<file path="src/rtl/irq_pkg.sv">
package irq_pkg;
  localparam int CAUSE_W   = 31;
  localparam int B_PORT    = 0;
  localparam int B_OVR     = 10;
  localparam int B_FRAME   = 11;
  localparam int B_TD      = 20;
  localparam int B_SW      = 29;
  localparam int B_FATAL   = 30;
  localparam int SWREQ_BIT = 0;

  localparam logic [CAUSE_W-1:0] CAUSE_IMPL =
      (CAUSE_W'(1) << B_PORT) | (CAUSE_W'(1) << B_OVR) | (CAUSE_W'(1) << B_FRAME) |
      (CAUSE_W'(1) << B_TD)   | (CAUSE_W'(1) << B_SW)  | (CAUSE_W'(1) << B_FATAL);

  typedef enum logic [1:0] {
    W_SWREQ = 2'd0,
    W_STAT  = 2'd1,
    W_ENA   = 2'd2,
    W_RSVD  = 2'd3
  } reg_word_e;
endpackage

</file>
<file path="src/rtl/irq_status_bank.sv">
module irq_status_bank #(
  parameter int              W    = 31,
  parameter logic [W-1:0]    IMPL = '1
) (
  input  logic         clk,
  input  logic         rst,
  input  logic [W-1:0] set_i,
  input  logic [W-1:0] clr_i,
  output logic [W-1:0] stat_o
);
  logic [W-1:0] set_eff;
  assign set_eff = set_i & IMPL;

  for (genvar i = 0; i < W; i++) begin : g_bit
    logic q;
    always_ff @(posedge clk) begin
      if (rst)             q <= 1'b0;
      else if (set_eff[i]) q <= 1'b1;
      else if (clr_i[i])   q <= 1'b0;
    end
    assign stat_o[i] = q;

    p_set_wins_r3: assert property (@(posedge clk) disable iff (rst)
      set_eff[i] |=> stat_o[i]) else $error("set lost on bit %0d", i);
    p_w1c_r2: assert property (@(posedge clk) disable iff (rst)
      (clr_i[i] && !set_eff[i]) |=> !stat_o[i]) else $error("clear failed bit %0d", i);
    p_hold_r2: assert property (@(posedge clk) disable iff (rst)
      (!clr_i[i] && !set_eff[i]) |=> $stable(stat_o[i])) else $error("bit %0d moved", i);
  end

  always_comb begin
    p_rsvd_zero_r11: assert ((stat_o & ~IMPL) == '0) else $error("reserved status bit set");
  end
endmodule

</file>
<file path="src/rtl/irq_msb_watch.sv">
module irq_msb_watch (
  input  logic clk,
  input  logic rst,
  input  logic msb_i,
  output logic flip_o
);
  logic prev_q;
  always_ff @(posedge clk) begin
    if (rst) prev_q <= 1'b0;
    else     prev_q <= msb_i;
  end
  assign flip_o = msb_i ^ prev_q;
endmodule

</file>
<file path="src/rtl/irq_req_out.sv">
module irq_req_out #(
  parameter int W = 31
) (
  input  logic         clk,
  input  logic         rst,
  input  logic [W-1:0] stat_i,
  input  logic [W-1:0] mask_i,
  input  logic         en_i,
  output logic         active_o,
  output logic         irq_o
);
  assign active_o = |(stat_i & mask_i);

  always_ff @(posedge clk) begin
    if (rst) irq_o <= 1'b0;
    else     irq_o <= en_i & active_o;
  end

  p_irq_off_r10: assert property (@(posedge clk) disable iff (rst)
    (!en_i || !active_o) |=> !irq_o) else $error("irq stuck high");
  p_irq_on_r10: assert property (@(posedge clk) disable iff (rst)
    (en_i && active_o) |=> irq_o) else $error("irq not raised");
endmodule

</file>
<file path="src/rtl/usb_irq_ctrl.sv">
module usb_irq_ctrl
  import irq_pkg::*;
#(
  parameter int ADDR_W = 2,
  parameter int DATA_W = 32
) (
  input  logic              clk,
  input  logic              rst,
  input  logic              host_mode,
  input  logic              ev_port_chg,
  input  logic              ev_sched_ovr,
  input  logic              ev_td_done,
  input  logic              ev_bus_fatal,
  input  logic              frame_msb,
  input  logic              bus_wr,
  input  logic [ADDR_W-1:0] bus_addr,
  input  logic [DATA_W-1:0] bus_wdata,
  output logic [DATA_W-1:0] bus_rdata,
  output logic              irq_o
);
  localparam int MW = DATA_W - 1;

  logic [MW-1:0] mask_q;
  logic          en_q;
  logic [MW-1:0] stat, set_v, clr_v;
  logic          frame_flip, active;
  logic          hit_swreq, hit_stat, hit_ena;

  assign hit_swreq = (bus_addr == ADDR_W'(W_SWREQ));
  assign hit_stat  = (bus_addr == ADDR_W'(W_STAT));
  assign hit_ena   = (bus_addr == ADDR_W'(W_ENA));

  irq_msb_watch u_msb (
    .clk(clk), .rst(rst), .msb_i(frame_msb), .flip_o(frame_flip)
  );

  always_comb begin
    set_v          = '0;
    set_v[B_PORT]  = ev_port_chg;
    set_v[B_OVR]   = ev_sched_ovr;
    set_v[B_FRAME] = frame_flip;
    set_v[B_TD]    = ev_td_done;
    set_v[B_SW]    = bus_wr & hit_swreq & bus_wdata[SWREQ_BIT];
    set_v[B_FATAL] = ev_bus_fatal & host_mode;
    clr_v          = (bus_wr && hit_stat) ? bus_wdata[MW-1:0] : '0;
    clr_v[B_FATAL] = clr_v[B_FATAL] | ~host_mode;
  end

  irq_status_bank #(.W(MW), .IMPL(CAUSE_IMPL)) u_bank (
    .clk(clk), .rst(rst), .set_i(set_v), .clr_i(clr_v), .stat_o(stat)
  );

  always_ff @(posedge clk) begin
    if (rst) begin
      mask_q <= '0;
      en_q   <= 1'b0;
    end else if (bus_wr && hit_ena) begin
      mask_q <= bus_wdata[MW-1:0];
      en_q   <= bus_wdata[MW];
    end
  end

  irq_req_out #(.W(MW)) u_req (
    .clk(clk), .rst(rst), .stat_i(stat), .mask_i(mask_q), .en_i(en_q),
    .active_o(active), .irq_o(irq_o)
  );

  always_ff @(posedge clk) begin
    if (rst)           bus_rdata <= '0;
    else if (hit_stat) bus_rdata <= {active, stat};
    else if (hit_ena)  bus_rdata <= {en_q, mask_q};
    else               bus_rdata <= '0;
  end

  p_frame_flip_r5: assert property (@(posedge clk) disable iff (rst)
    (frame_msb != $past(frame_msb)) |-> ##1 stat[B_FRAME]) else $error("frame cause lost");
  p_fatal_dev_r7: assert property (@(posedge clk) disable iff (rst)
    !host_mode |=> !stat[B_FATAL]) else $error("fatal set in device mode");
  p_sw_req_r6: assert property (@(posedge clk) disable iff (rst)
    (bus_wr && hit_swreq && bus_wdata[SWREQ_BIT]) |=> stat[B_SW]) else $error("sw request lost");
  p_ena_read_r12: assert property (@(posedge clk) disable iff (rst)
    (hit_ena && !bus_wr) |=> (bus_rdata == {en_q, mask_q})) else $error("enable readback");
endmodule

</file>
<file path="config.mk">
export PLATFORM = sky130hd
export DESIGN_NAME = usb_irq_ctrl
export DESIGN_NICKNAME = d
export VERILOG_FILES = /design/src/rtl/irq_pkg.sv /design/src/rtl/irq_status_bank.sv /design/src/rtl/irq_msb_watch.sv /design/src/rtl/irq_req_out.sv /design/src/rtl/usb_irq_ctrl.sv
export SDC_FILE = /design/constraint.sdc
export NUM_CORES = 1
export LEC_CHECK = 0
export CAP_MARGIN = 20
export CORE_MARGIN = 4
export CORE_UTILIZATION = 50
export CTS_BUF_LIST = sky130_fd_sc_hd__clkbuf_8
export DETAILED_ROUTE_END_ITERATION = 8
export HOLD_SLACK_MARGIN = 0.08
export PLACE_DENSITY_LB_ADDON = 0.08
export SYNTH_ARGS = -nofsm -noshare
export SYNTH_HDL_FRONTEND = slang
export SYNTH_HIERARCHICAL = 1
export SYNTH_SLANG_ARGS = --single-unit
</file>
<file path="constraint.sdc">
create_clock -name clk -period 1.8 [get_ports clk]
set_input_delay 0.36 -clock clk [delete_from_list [all_inputs] [get_ports clk]]
set_output_delay 0.36 -clock clk [all_outputs]
set_load 0.05 [all_outputs]
</file>
==> run metrics, run 1 <==
Clock Latency Late Sink 0.35 ns; Worst Path Buf+Inv 1; Tightest Hold Check Type input pin to flop; post_cts resized 0; setup TNS 0 ns; overall die width 92.7 um; CTS tree yes; routability congestion estimate 0.774; Worst VDD drop 0.379 mV; port bufs 75; clk sinks 72; P_leak 1.64 nW; Period minus WS final between 1 and 1.5 ns; I/O pin total 76; Crit path arrival time between 1.5 and 2 ns; critical path's slowest cell clkdlybuf4s50_1; DIE AREA 8600 um^2; Tot GR Track Use 18.1%; Synth Area per Inst 9.43 um^2; cell family with most CP delay simple AND/OR/NAND/NOR gates; Diodes inserted 0; Die Height ~93 um; Setup Buffers After CTS 0; WL per Instance 13.9 um; Startpoint Class input pin; R2R depth 6; hold_sp bus_addr[0]; Vias/cell 4.88; DR vias 2611; worst-path fanout max 6; Max Buffers Root-to-Sink 2; crit-path cells clkdlybuf4s50_1, and3b_1, and2_1, nand2b_4, a21oi_1; FF-to-FF End bus_rdata[31]; Net count, final 477; hold path depth 3; first-pass GRT wire length 12.3 mm; final hold violations 0; Detail Route Antenna Nets 0; flop2flop setup slack 0.54 ns; initial antenna violation count 0; clock-pin slew on the worst setup and hold paths approximately 0.080 ns; routed wire length 7.45 mm; hold_ws 0.450 ns; reg-to-reg startpoint u_bank/g_bit[10].q; Initial Utilization 52.3%; number of max-cap violations 0; # setup viols final 0; Synth Cell Area 3590 um^2; Min-Delay Endpoint bus_rdata[31]; Clock Skews 0.00603 ns; initial DRC count 150; Worst EP required roughly 2.0 ns; Synth Instances 381; status complete, no violations; Worst Slack Setup Final 0.491 ns; Peak Freq around 760 MHz; pre-CTS setup slack 0.157 ns; TritonRoute pass-1 iters 4; Synth Warn # 6; RSZ-0062 raised after global routing false; largest net degree at the start of global routing 105; total clock buffers created by CTS 9; Pins Over Slew Limit 0; CTS root buf clkbuf_8; most frequent cells in the layout 72 x dfxtp_1, 65 x nand2b_1, 64 x nand3b_1; GRT Residual Overflow 0; PwrDens between 800 and 900 nW/um^2; Area Growth Syn to Fin 21.6%; share of cells above drive strength 1 15.0%; core footprint 6870 um^2; most common cell after layout, fill and taps aside dfxtp_1; crit-path max cell delay 0.47 ns; Final Cycle Share between 70 and 80%; cts hold-fix bufs 0; Setup CP Type input pin to flop; drc violations 0; Site Rows 30; H-tree levels 3; vias in the first global route 2553; Setup crit end kind flop; DP HPWL 4.94 mm
## worst max path at each step
stage,startpoint,end,slack [ns],cells past startpoint
after global routing,u_bank/g_bit[10].q,bus_rdata[31],0.44,6
final,bus_wr,u_bank/g_bit[29].q,0.49,5
after global placement,bus_wr,mask_q[21],0.19,4
after floorplan,u_bank/g_bit[10].q,bus_rdata[31],0.65,7
after CTS,bus_wr,u_bank/g_bit[29].q,0.49,5
after detailed placement,bus_wr,mask_q[15],0.16,4
## per-stage QoR
stage          total power, mW  util, %  std cells  area, um^2
6_report                  3.60     63.6        535        4370
2_1_floorplan             2.10        -        405        3680
4_1_cts                   3.62     63.6        535        4370
3_3_place_gp              2.22     60.4        519        4150
3_5_place_dp              2.23     60.4        519        4150
5_1_grt                   3.76     63.6        535        4370
## registers in the layout, summed over array words and instances (netlist names)
register / flops
u_req/irq_o: 1
en_q: 1
u_bank/g_bit.q: 6
bus_rdata: 32
mask_q: 31
u_msb/prev_q: 1
## where the power goes
| group | switching [mW] | total (mW) | internal (mW) |
|---|---|---|---|
| registers | 0.0377 | 1.69 | 1.65 |
| logic | 0.267 | 0.512 | 0.245 |
| clock network | 0.620 | 1.40 | 0.782 |
| total | 0.925 | 3.60 | 2.68 |
## area by class of cell
type                            instances  area, um^2
Sequential cell                        72        1440
Tap cell                               96         120
Multi-Input combinational cell        265        1820
Clock buffer                            9         124
Timing Repair Buffer                   80         741
Clock inverter                          7        96.3
Inverter                                6        22.5
Fill cell                             607        2500
## tightest hold or removal path: cells and delay by family
family	cells	cell delay, ns
compound gates	1	0.07
buf+inv	1	0.20
simple gates	1	0.12
## layer usage
metal | vias to the layer above | share of wire (%) | global-route usage [%]
li1 | 1353 | - | -
met1 | 1198 | 50 | 25.5
met2 | 52 | 44 | 26.6
met3 | 8 | 5.1 | 5.04
met4 | 0 | 1.1 | 5.86
met5 | - | 0 | 0
Note: power is estimated with default switching activity, not from simulation.
==> run 2, diff against run 1 <==
clock period = 1.3 ns   (was 1.8 ns; I/O delays follow)
==> run 2 against run 1 <==
  * Global-route usage increased by 0.18 points
  * Non-clock buffer count increased by 5
  * Power increased by 41%
  * Register-to-register slack got worse by 0.42 ns
  * Worst hold slack got worse by 0.21 ns
  * Utilization increased by 6.6 points
  * Flip-flop and latch count unchanged
  * Clock skew increased by 0.0025 ns
  * Largest cell class unchanged
==> run metrics, run 2 (same netlist as run 1, synthesis figures left out) <==
status complete, no violations; cell area after placement 4600 um^2; clock-pin slew on the worst setup and hold paths 0.08 ns; routability congestion estimate 0.731; number of max-cap violations 0; Tot GR Track Use between 10% and 20%; Total Power 5.09 mW; initial DRC count 125; core footprint 6870 um^2; Setup CP Type flop to flop; overall die width 92.7 um; H-tree levels 3; Worst EP required 1.52 ns; WL per Instance 13.9 um; total clock buffers created by CTS 9; first-pass GRT wire length 12.4 mm; Net count, final 482; vias in the first global route 2575; cts hold-fix bufs 0; Initial Utilization between 50% and 60%; multi-input logic area about 1800 um^2; Final Cycle Share 91.0%; Tightest Hold Check Type input pin to flop; Diodes inserted 0; Worst VDD drop 0.495 mV; post_cts resized 0; most frequent cells in the layout 72 x dfxtp_1, 65 x nand2b_1, 64 x nand3b_1; Detail Route Antenna Nets 0; share of cells above drive strength 1 16.2%; P_leak 1.76 nW; Clock Skews 0.00856 ns; Final Util between 70% and 80%; worst-path fanout max 3; Period minus WS final 1.18 ns; Cell Count, Final, Fillers Out 540; final hold violations 0; DP HPWL just over 5 mm; hold_sp bus_addr[0]; hold_ws 0.240 ns; # setup viols final 0; CTS root buf clkbuf_8; FF+latch area 1440 um^2; Die Height 92.7 um; port bufs 75; clk sinks approximately 70; R2R depth 6; Min-Delay Endpoint u_bank/g_bit[29].q; Startpoint Class flop; Vias/cell 4.92; RSZ-0062 raised after global routing false; Max Buffers Root-to-Sink 2; routed wire length 7.51 mm; Setup crit end kind flop; I/O pin total 76; max FFs per register 32; hold path depth 4; Crit path arrival time 1.41 ns; biggest regs bus_rdata x32, mask_q x31, u_bank/g_bit.q x6; Setup Buffers After CTS 0; Area Growth Syn to Fin 34.3%; most common cell after layout, fill and taps aside dfxtp_1; fill count approximately 570; worst setup path startpoint u_bank/g_bit[11].q; DR vias 2659; drc violations 0; largest net degree at the start of global routing roughly 70; GRT Residual Overflow 0; reg-to-reg startpoint u_bank/g_bit[11].q; Site Rows 30; DIE AREA about 8600 um^2; initial antenna violation count 0; Peak Freq between 800 and 900 MHz; Pins Over Slew Limit 0; CTS tree yes; TritonRoute pass-1 iters 4; post-placement cell count ~520; Reg with most FFs bus_rdata; Clock Latency Late Sink 0.34 ns; FF-to-FF End bus_rdata[31]; fin area 4820 um^2; PwrDens 1060 nW/um^2; flop2flop setup slack 0.12 ns
-- run 2: changes by cell type in the layout (fill, tap and decap cells not counted) --
cell | previous run | this run
buf_12 | 4 | 37
buf_4 | 34 | 6
clkinv_4 | 3 | 0
a22oi_1 | 14 | 13
a22oi_2 | 0 | 1
clkbuf_8 | 9 | 10
clkinv_2 | 2 | 3
clkinvlp_4 | 0 | 1
-- run 2: critical path, cell delays in order (launching register included) --
cell and delay, ns:
dfxtp_1 0.35, a22oi_1 0.19, nand4_1 0.13, nor2_2 0.17, nand2_1 0.07, nand3b_1 0.08, a21oi_1 0.07
-- run 2: power by group --
part	internal, mW	switching, mW	leakage, nW
registers	2.29	0.0677	0.587
logic	0.426	0.374	1.06
clock network	1.12	0.819	0.112
total	3.83	1.26	1.76
-- run 2: worst max-delay path by stage --
stage                          to  cells past startpoint
6_report            bus_rdata[31]                      6
5_1_grt             bus_rdata[31]                      6
2_1_floorplan       bus_rdata[31]                      7
4_1_cts             bus_rdata[31]                      6
3_3_place_gp   u_bank/g_bit[11].q                      5
3_5_place_dp            mask_q[9]                      4
-- run 2: routing by layer --
layer	global-route usage [%]	routed length (um)
met3	3.82	337
met5	0	0
met1	24.8	3670
met4	8.06	124
met2	27.9	3380
-- run 2: layout make-up --
class	count	share of cell area (%)
clock inverters	6	1.71
repair buffers	85	24.7
inverters	6	0.467
well taps	96	2.49
multi-input cells	265	37.9
clock buffers	10	2.85
flip-flops and latches	72	29.9
-- run 2: through the flow --
step,setup TNS (ns),setup WS [ns]
4_1_cts,0,0.107
3_3_place_gp,-5.50,-0.180
5_1_grt,0,0.00864
3_5_place_dp,-6.65,-0.231
2_1_floorplan,0,0.154
6_report,0,0.118
==> run 3, diff against run 2 <==
ABC_AREA = 1   (was default)
==> run 3 against run 2 <==
  * Fmax is 1.5% higher
  * Clock power down 13%
  * Global-route usage grew 0.28 points
  * Sequential power rose by 2%
  * Via count is 15% higher
  * Non-clock buffer count is 15 higher
  * Critical endpoint is now mask_q[7]
  * Largest cell class is now registers
  * Highest routed layer unchanged
==> run metrics, run 3 <==
status complete, no violations; Tot GR Track Use 18.6%; Synth Warn # 6; Final Cycle Share 89.6%; WL per Instance 11.3 um; RSZ-0062 raised after global routing false; initial antenna violation count 0; share of cells above drive strength 1 13.2%; routability congestion estimate 0.835; DP HPWL 5.51 mm; PwrDens approximately 1100 nW/um^2; Startpoint Class input pin; Synth Instances 503; I/O pin total 76; Vias/cell 4.61; Clock Skews 0.0113 ns; first-pass GRT wire length approximately 12 mm; Initial Utilization 52.1%; CP most frequent cell nand2_1; biggest regs bus_rdata x32, mask_q x31, u_bank/g_bit.q x6; Net count, final 624; Max Buffers Root-to-Sink 2; Worst EP required 1.57 ns; Reg with most FFs bus_rdata; port bufs 75; Diodes inserted 0; most frequent cells in the layout 158 x nand2_1, 79 x nor2_1, 72 x dfxtp_1; Pins Over Slew Limit 0; setup TNS 0 ns; crit-path cells clkdlybuf4s50_1, buf_4, nand3_4, buf_12, nand2_1, nand2_1, nor2_1; Setup CP Type input pin to flop; Die Height 90.0 um; most common cell after layout, fill and taps aside nand2_1; crit-path max cell delay about 0.50 ns; Setup crit end kind flop; DIE AREA 8110 um^2; cell family with most CP delay buffers and inverters; number of max-cap violations 0; Final Util 72.1%; core footprint between 6000 and 7000 um^2; routed wire length 7.50 mm; max FFs per register 32; Area Growth Syn to Fin 38.5%; P_leak between 2 and 2.5 nW; Total Power 4.94 mW; critical path's slowest cell clkdlybuf4s50_1; largest net degree at the start of global routing 25; cts hold-fix bufs 0; drc violations 0; DR vias slightly above 3000; hold_ws between 0.4 and 0.5 ns; clock-pin slew on the worst setup and hold paths 0.07 ns; Worst Path Buf+Inv 3; Synth Area per Inst 6.69 um^2; # setup viols final 0; CTS tree yes; Clock Latency Late Sink roughly 0.33 ns; Worst VDD drop between 0.7 and 0.8 mV; clk sinks 72; Site Rows 29; overall die width 90.0 um; vias in the first global route 2968; Peak Freq roughly 860 MHz; Period minus WS final 1.16 ns; initial DRC count 120; Detail Route Antenna Nets 0; Crit path arrival time 1.43 ns; GRT Residual Overflow 0; Synth Cell Area 3360 um^2; total clock buffers created by CTS 9; TritonRoute pass-1 iters 5; final hold violations 0; Tightest Hold Check Type input pin to flop; H-tree levels 3; CTS root buf clkbuf_8; worst-path fanout max 24
run 3: metal layers:
metal	track usage [%]	up-vias	wire [um]
met2	33.6	81	3690
li1	-	1607	-
met5	0	-	0
met1	20.8	1345	3300
met4	8.80	0	168
met3	3.59	16	342
run 3: final cells by class:
class / count / area, um^2
clock inverter: 5 / 50.0
fill: 505 / 1800
sequential: 72 / 1440
inverter: 58 / 218
tap: 77 / 96.3
clock buffer: 10 / 138
timing repair buffer: 100 / 1320
multi-input combinational: 340 / 1400
run 3: worst paths after layout:
| path | from | to | slack [ns] | depth (start not counted) |
|---|---|---|---|---|
| hold / removal | bus_addr[0] | bus_rdata[31] | 0.43 | 4 |
| hold reg to reg | en_q | u_req/irq_o | 0.47 | 2 |
| setup / recovery | bus_addr[1] | mask_q[7] | 0.14 | 7 |
| setup reg to reg | u_bank/g_bit[29].q | bus_rdata[31] | 0.23 | 8 |
run 3: power by group:
part / internal [mW] / total, mW / switching [mW] / leakage (nW)
Sequential: 2.31 / 2.39 / 0.0782 / 0.589
Combinational: 0.416 / 0.866 / 0.450 / 1.55
Clock: 0.912 / 1.69 / 0.776 / 0.101
run 3: worst reg2reg max path: stages, from the launching register on:
cell and delay (ns):
dfxtp_1 0.32, nand2_1 0.07, nand2_1 0.05, nor2_1 0.09, nand2_1 0.09, nor2_2 0.14, nand2_1 0.06, nand3_1 0.07
a21oi_1 0.06
run 3: metrics by stage:
stage	setup slack (ns)	instances	area [um^2]
after detailed placement	-0.224	647	4470
final	0.135	662	4660
after CTS	0.100	662	4660
after floorplan	0.261	527	3450
after global routing	0.0428	662	4660
after global placement	-0.204	647	4470
run 3: timing repair:
action	CTS	global route
buffers inserted	0	0
gates resized for setup	0	1
setup endpoints to repair	0	1
